==> src/rtl/i2c_regblock.sv <==
`timescale 1ns/1ps
module i2c_regblock #(
  parameter int DEPTH = 4,
  parameter int RST_CYCLES = 4,
  parameter logic [9:0] DIV_RST = 10'd98
) (
  input  logic        clk,
  input  logic        rst_n,
  input  logic        reg_wr,
  input  logic        reg_rd,
  input  logic [7:0]  reg_addr,
  input  logic [31:0] reg_wdata,
  output logic [31:0] reg_rdata,
  output logic        tx_valid,
  output logic [9:0]  tx_word,
  input  logic        tx_pop,
  input  logic        rx_push,
  input  logic [7:0]  rx_byte,
  input  logic        ev_done,
  input  logic        ev_arb_lost,
  input  logic        ev_nack,
  input  logic        data_req,
  input  logic        slave_req,
  input  logic        bus_active,
  input  logic        scl_in,
  input  logic        sda_in,
  output logic        eng_reset,
  output logic [9:0]  scl_lo_div,
  output logic [9:0]  scl_hi_div,
  output logic        irq
);
  localparam int AW = (DEPTH > 1) ? $clog2(DEPTH) : 1;
  localparam int CW = $clog2(DEPTH + 1);
  localparam int RW = $clog2(RST_CYCLES + 1);
  localparam logic [CW-1:0] FULL_CNT = CW'(DEPTH);
  localparam logic [AW-1:0] LAST_PTR = AW'(DEPTH - 1);

  logic [9:0] txq [DEPTH];
  logic [7:0] rxq [DEPTH];
  logic [AW-1:0] tx_wp, tx_rp, rx_wp, rx_rp;
  logic [CW-1:0] tx_cnt, rx_cnt;
  logic [7:0] ctl_q;
  logic busy;
  logic [RW-1:0] rcnt;
  logic f_done, f_arb, f_nack;
  logic [9:0] div_lo, div_hi;
  wire unused_wdata = &{1'b0, reg_wdata[31:10]};

  wire sel_fifo = reg_addr == 8'h00;
  wire sel_st   = reg_addr == 8'h04;
  wire sel_ctl  = reg_addr == 8'h08;
  wire sel_lo   = reg_addr == 8'h0C;
  wire sel_hi   = reg_addr == 8'h10;

  wire tx_full  = tx_cnt == FULL_CNT;
  wire tx_empty = tx_cnt == '0;
  wire rx_full  = rx_cnt == FULL_CNT;
  wire rx_empty = rx_cnt == '0;

  wire tx_in  = reg_wr && sel_fifo && !busy && !tx_full;
  wire tx_out = tx_pop && !busy && !tx_empty;
  wire rx_in  = rx_push && !busy && !rx_full;
  wire rx_out = reg_rd && sel_fifo && !busy && !rx_empty;
  wire st_wr  = reg_wr && sel_st;

  function automatic logic [AW-1:0] nxt(input logic [AW-1:0] p);
    return (p == LAST_PTR) ? '0 : p + 1'b1;
  endfunction

  always_ff @(posedge clk or negedge rst_n)
    if (!rst_n) begin
      tx_wp <= '0; tx_rp <= '0; tx_cnt <= '0;
    end else if (busy) begin
      tx_wp <= '0; tx_rp <= '0; tx_cnt <= '0;
    end else begin
      if (tx_in) tx_wp <= nxt(tx_wp);
      if (tx_out) tx_rp <= nxt(tx_rp);
      if (tx_in && !tx_out) tx_cnt <= tx_cnt + 1'b1;
      else if (!tx_in && tx_out) tx_cnt <= tx_cnt - 1'b1;
    end

  always_ff @(posedge clk)
    if (tx_in) txq[tx_wp] <= reg_wdata[9:0];

  always_ff @(posedge clk or negedge rst_n)
    if (!rst_n) begin
      rx_wp <= '0; rx_rp <= '0; rx_cnt <= '0;
    end else if (busy) begin
      rx_wp <= '0; rx_rp <= '0; rx_cnt <= '0;
    end else begin
      if (rx_in) rx_wp <= nxt(rx_wp);
      if (rx_out) rx_rp <= nxt(rx_rp);
      if (rx_in && !rx_out) rx_cnt <= rx_cnt + 1'b1;
      else if (!rx_in && rx_out) rx_cnt <= rx_cnt - 1'b1;
    end

  always_ff @(posedge clk)
    if (rx_in) rxq[rx_wp] <= rx_byte;

  always_ff @(posedge clk or negedge rst_n)
    if (!rst_n) begin
      ctl_q <= '0; busy <= 1'b0; rcnt <= '0;
    end else begin
      if (reg_wr && sel_ctl) ctl_q <= reg_wdata[7:0];
      if (busy) begin
        if (rcnt == '0) busy <= 1'b0;
        else rcnt <= rcnt - 1'b1;
      end else if (reg_wr && sel_ctl && reg_wdata[8]) begin
        busy <= 1'b1;
        rcnt <= RW'(RST_CYCLES - 1);
      end
    end

  always_ff @(posedge clk or negedge rst_n)
    if (!rst_n) begin
      f_done <= 1'b0; f_arb <= 1'b0; f_nack <= 1'b0;
    end else if (busy) begin
      f_done <= 1'b0; f_arb <= 1'b0; f_nack <= 1'b0;
    end else begin
      if (ev_done) f_done <= 1'b1;
      else if (st_wr && reg_wdata[0]) f_done <= 1'b0;
      if (ev_arb_lost) f_arb <= 1'b1;
      else if (st_wr && reg_wdata[1]) f_arb <= 1'b0;
      if (ev_nack) f_nack <= 1'b1;
    end

  always_ff @(posedge clk or negedge rst_n)
    if (!rst_n) begin
      div_lo <= DIV_RST; div_hi <= DIV_RST;
    end else if (reg_wr) begin
      if (sel_lo) div_lo <= reg_wdata[9:0];
      if (sel_hi) div_hi <= reg_wdata[9:0];
    end

  wire [31:0] status = {20'b0, tx_empty, tx_full, rx_empty, rx_full,
                        sda_in, scl_in, bus_active, 1'b0,
                        data_req, f_nack, f_arb, f_done};
  wire [7:0] src = {tx_full, !rx_empty, rx_full, slave_req,
                    data_req, f_nack, f_arb, f_done};

  always_comb begin
    reg_rdata = '0;
    case (reg_addr)
      8'h00: reg_rdata[7:0] = rx_empty ? 8'h00 : rxq[rx_rp];
      8'h04: reg_rdata = status;
      8'h08: reg_rdata[8:0] = {busy, ctl_q};
      8'h0C: reg_rdata[9:0] = div_lo;
      8'h10: reg_rdata[9:0] = div_hi;
      8'h18: reg_rdata[CW-1:0] = rx_cnt;
      8'h1C: reg_rdata[CW-1:0] = tx_cnt;
      default: reg_rdata = '0;
    endcase
  end

  assign tx_valid   = !tx_empty;
  assign tx_word    = txq[tx_rp];
  assign eng_reset  = busy;
  assign scl_lo_div = div_lo;
  assign scl_hi_div = div_hi;
  assign irq        = |(src & ctl_q);


  tx_full_hold_chk: assert property (@(posedge clk) disable iff (!rst_n)
    (reg_wr && sel_fifo && tx_full && !tx_pop) |=> $stable(tx_cnt));

  rx_empty_zero_chk: assert property (@(posedge clk) disable iff (!rst_n)
    (sel_fifo && rx_empty) |-> reg_rdata == 32'h0);

  srst_flush_chk: assert property (@(posedge clk) disable iff (!rst_n)
    $rose(eng_reset) |=> (tx_cnt == '0 && rx_cnt == '0 && !f_nack));

  done_w1c_chk: assert property (@(posedge clk) disable iff (!rst_n)
    (st_wr && reg_wdata[0] && !ev_done) |=> !f_done);

  irq_avail_chk: assert property (@(posedge clk) disable iff (!rst_n)
    (ctl_q[6] && rx_cnt != '0) |-> irq);
endmodule

==> config.mk <==
export PLATFORM = sky130hd
export DESIGN_NAME = i2c_regblock
export DESIGN_NICKNAME = d
export VERILOG_FILES = /design/src/rtl/i2c_regblock.sv
export SDC_FILE = /design/constraint.sdc
export NUM_CORES = 1
export LEC_CHECK = 0
export BUFFER_PORTS_ARGS = -buffer_cell sky130_fd_sc_hd__buf_2
export CORE_ASPECT_RATIO = 1.2
export CORE_MARGIN = 3
export CORE_UTILIZATION = 54
export DETAILED_ROUTE_END_ITERATION = 10
export PLACE_DENSITY = 0.77
export SKIP_LAST_GASP = 1
export SLEW_MARGIN = 20
export SYNTH_ARGS = -nofsm -noshare
export SYNTH_HDL_FRONTEND = slang
export SYNTH_SLANG_ARGS = --single-unit
==> constraint.sdc <==
create_clock -name clk -period 3.2 [get_ports clk]
set_input_delay 0 -clock clk [delete_from_list [all_inputs] [get_ports clk]]
set_output_delay 0 -clock clk [all_outputs]
set_load 0.05 [all_outputs]
==> results.json <==
{
  "post-route-period-util_pct": 78.8,
  "final_layout_size_suffix_gt1_share_pct": 37.0,
  "ys_async_sr_fraction_pct": 40.5,
  "detailedPlacementHpwl_um": 8690,
  "die_w_um": 99.7,
  "setup_viol": 0,
  "via_count": 3633,
  "critPathRequiredTime_ps": 3490,
  "cts_num_sinks": 121,
  "vdd_drop_max_uv": 432,
  "die_h_um": 118,
  "postSynthCellCount": 390,
  "root_buffer": "clkbuf_16",
  "cts_setup_buffers": 0,
  "grt_pass1_wl_um": 19300,
  "worst_margin_pin_slew_ps": 742,
  "slew_violations": 0,
  "io_buffers": 84,
  "grt_antenna_before_repair": 0,
  "core_area_um2": 10200,
  "synth-edff-count": 72,
  "maxCapViolCount": 0,
  "synth_flop_cell": "edfxtp_1",
  "finalWorstPathRequiredPeriod_ps": 2520,
  "rsz0062_at_grt": "no",
  "clkSlewWorstSetupHoldPaths_ps": 60,
  "drt_first_pass_iters": 4,
  "floorplan.io_pins": 127,
  "cts_max_level": 4,
  "maximum_net_fanout_on_the_critical_path": 6,
  "overflow": 0,
  "maximum_number_of_buffers_from_clock_root_to_sink": 2,
  "place_area_um2": 6130,
  "final_nets": 579,
  "min_delay_worst_endpoint": "rcnt[1]",
  "diodes": 0,
  "finalHoldViolCount": 0,
  "static-leakage-power_nw": 2.92,
  "holdPathStages": 3,
  "cts_bufs_inserted": 17,
  "yosysUniqueCellTypes": 49,
  "power_per_cell_area_nw_per_um2": 749,
  "grt.total_usage_pct": 21.5,
  "number_of_global_route_vias_before_repair": 3737,
  "totalNegativeSetupSlack_ps": 0,
  "hold_class": "input port to flip-flop",
  "layout.cells.non_filler": 642,
  "crit_arrival_ps": 2820,
  "end_kind": "flip-flop",
  "gp_congestion": 0.871,
  "max_slew_margin_pct": 50.5,
  "synthesis.area_um2": 5690,
  "floorplan.die_area_um2": 11800,
  "dp_cell_count": 585,
  "status": "finished, final reports clean",
  "worstReg2RegEnd": "rx_cnt[2]",
  "core.rowCount": 40,
  "setup.worst_path.start_class": "flip-flop",
  "crit-reg2reg-launch": "rx_cnt[0]",
  "r2r.worst_path.cells": 8,
  "tritoncts_clock_tree": "done",
  "regToRegSetupSlack_ps": 680,
  "criticalPathCategory": "flip-flop to flip-flop",
  "initial_core_util_pct": 56.0,
  "post_drt_wl_per_cell_um": 19.1,
  "clock_insertion_delay_worst_skew_ps": 410,
  "vias_per_inst": 5.66,
  "route.detailed.drc": 0,
  "grt_max_degree": 50,
  "hp-start": "reg_addr[3]",
  "register_area_share_after_synthesis_pct": 59.7,
  "drtAntennaViolNets": 0,
  "synth-seq-cells": 121,
  "area.growth.synth_to_final_pct": 22.6,
  "dr.first_iter.drc_count": 228,
  "clock.fmax_mhz": 397,
  "syn_area_per_cell_um2": 14.6,
  "layout_skew_ps": 8.41,
  "report.power.total_w": 0.00522,
  "postLayoutCellArea_um2": 6970,
  "ys.warnings.count": 0,
  "final_util_pct": 68.6,
  "drt-total-wl_um": 12300
}
## registers in the layout (all words and copies together), names as in the netlist
name,flops
f_arb,1
rx_rp,2
f_done,1
eng_reset,1
scl_hi_div,10
rx_cnt,3
ctl_q,8
scl_lo_div,10
tx_cnt,3
rx_wp,2
rxq,32
txq,40
tx_wp,2
f_nack,1
rcnt,3
tx_rp,2
## placed cells by master (no fill, tap or decap), types with 3 or more instances in the layout
master	n
and3_1	3
nand2_1	13
o22a_1	4
mux4_2	21
inv_1	16
edfxtp_1	72
nand3_1	4
o21ai_0	10
buf_4	6
nor2b_1	4
nand4_1	3
dfrtp_1	43
ha_1	12
and2_1	10
dfstp_2	6
clkinvlp_4	3
a22oi_1	10
nor3_1	4
a21oi_1	7
a32o_1	3
clkbuf_16	17
dlygate4sd3_1	25
conb_1	20
nor2_1	31
inv_6	5
mux2i_1	14
buf_2	83
mux2_2	33
## cells in the mapped netlist, types with 2 or more instances
| master | count | area [um2] |
|---|---|---|
| and2_1 | 10 | 62.6 |
| nor3_1 | 4 | 20.0 |
| nor2_1 | 31 | 116 |
| dfstp_2 | 6 | 158 |
| nand4_1 | 3 | 18.8 |
| dfrtp_1 | 43 | 1080 |
| and3_1 | 3 | 18.8 |
| nand3b_1 | 2 | 15.0 |
| fa_1 | 2 | 40.0 |
| edfxtp_1 | 72 | 2160 |
| mux4_2 | 21 | 473 |
| o21ai_0 | 10 | 50.1 |
| nand3_1 | 4 | 20.0 |
| a22oi_1 | 10 | 75.1 |
| mux2_1 | 2 | 22.5 |
| o22ai_1 | 2 | 12.5 |
| buf_1 | 2 | 7.51 |
| buf_2 | 5 | 25.0 |
| a21oi_1 | 7 | 35.0 |
| mux2_2 | 33 | 372 |
| inv_1 | 16 | 60.1 |
| o22a_1 | 4 | 35.0 |
| xor2_2 | 2 | 32.5 |
| mux2i_1 | 14 | 140 |
| a32o_1 | 3 | 30.0 |
| ha_1 | 12 | 150 |
| clkbuf_1 | 9 | 33.8 |
| nor2b_1 | 4 | 25.0 |
| buf_4 | 21 | 158 |
| nand2_1 | 13 | 48.8 |
| buf_6 | 2 | 22.5 |
## per-layer routing
layer	GRT usage, %	part of all wire (%)	up-vias
li1	-	-	1643
met2	36.9	53	148
met3	4.55	6.4	18
met5	0	0	-
met1	26.3	38	1824
met4	8.37	2.0	0
## power breakdown
part | internal, W | switching, W | leakage (nW)
Combinational | 0.000487 | 0.000771 | 1.37
Clock | 0.00116 | 0.000730 | 0.283
Sequential | 0.00186 | 0.000208 | 1.27
Total | 0.00351 | 0.00171 | 2.92
## cells by family (layout without fill, tap and decap cells)
logic type	Yosys count	count (layout)	synth area share (%)
AOI/OAI and AO/OA	42	42	5.10
xor gates and xnor gates	2	2	0.572
adders and majority gates	14	14	3.34
buffers and inverters	55	162	5.39
DFF	121	121	59.7
muxes	70	70	17.7
other	1	20	0.0659
and+or+nand+nor	85	85	8.10
## repair_timing
item | CTS | global route
endpoints found under the hold margin | 147 | 0
gates resized for setup | 0 | 0
hold buffers | 25 | 0
## stage by stage
step	hold WS (ps)	setup WS, ps
after floorplan	-296	605
after global placement	210	631
after CTS	46.9	647
after global routing	71.8	439
final	62.3	679
after detailed placement	216	552
## how the worst max path moves through the flow
stage,startpoint,end,slack [ps],depth (start not counted)
finish,rx_cnt[0],rx_cnt[2],680,8
global route,rx_cnt[1],rx_cnt[2],440,8
CTS,rx_cnt[0],rx_cnt[2],650,8
detailed placement,reg_addr[3],tx_cnt[2],550,10
global placement,reg_addr[3],tx_cnt[2],630,10
floorplan,tx_cnt[2],tx_cnt[2],600,8
## final cells by class
cell class	count	area [um2]
sequential	121	3400
fill	694	3190
multi-input combinational	233	2060
timing repair buffer	114	711
clock buffer	17	425
clock inverter	15	165
tap	126	158
inverter	16	60.1
## critical path: stages, from the launching register on
cell     delay [ps]
dfrtp_1         450
nor3_1          130
nor3_2          320
and3_1          400
nor3_1          110
fa_1            380
and2_1          150
mux2i_1         140
mux2_1          330
No activity file was read; power rests on OpenSTA's default activity.
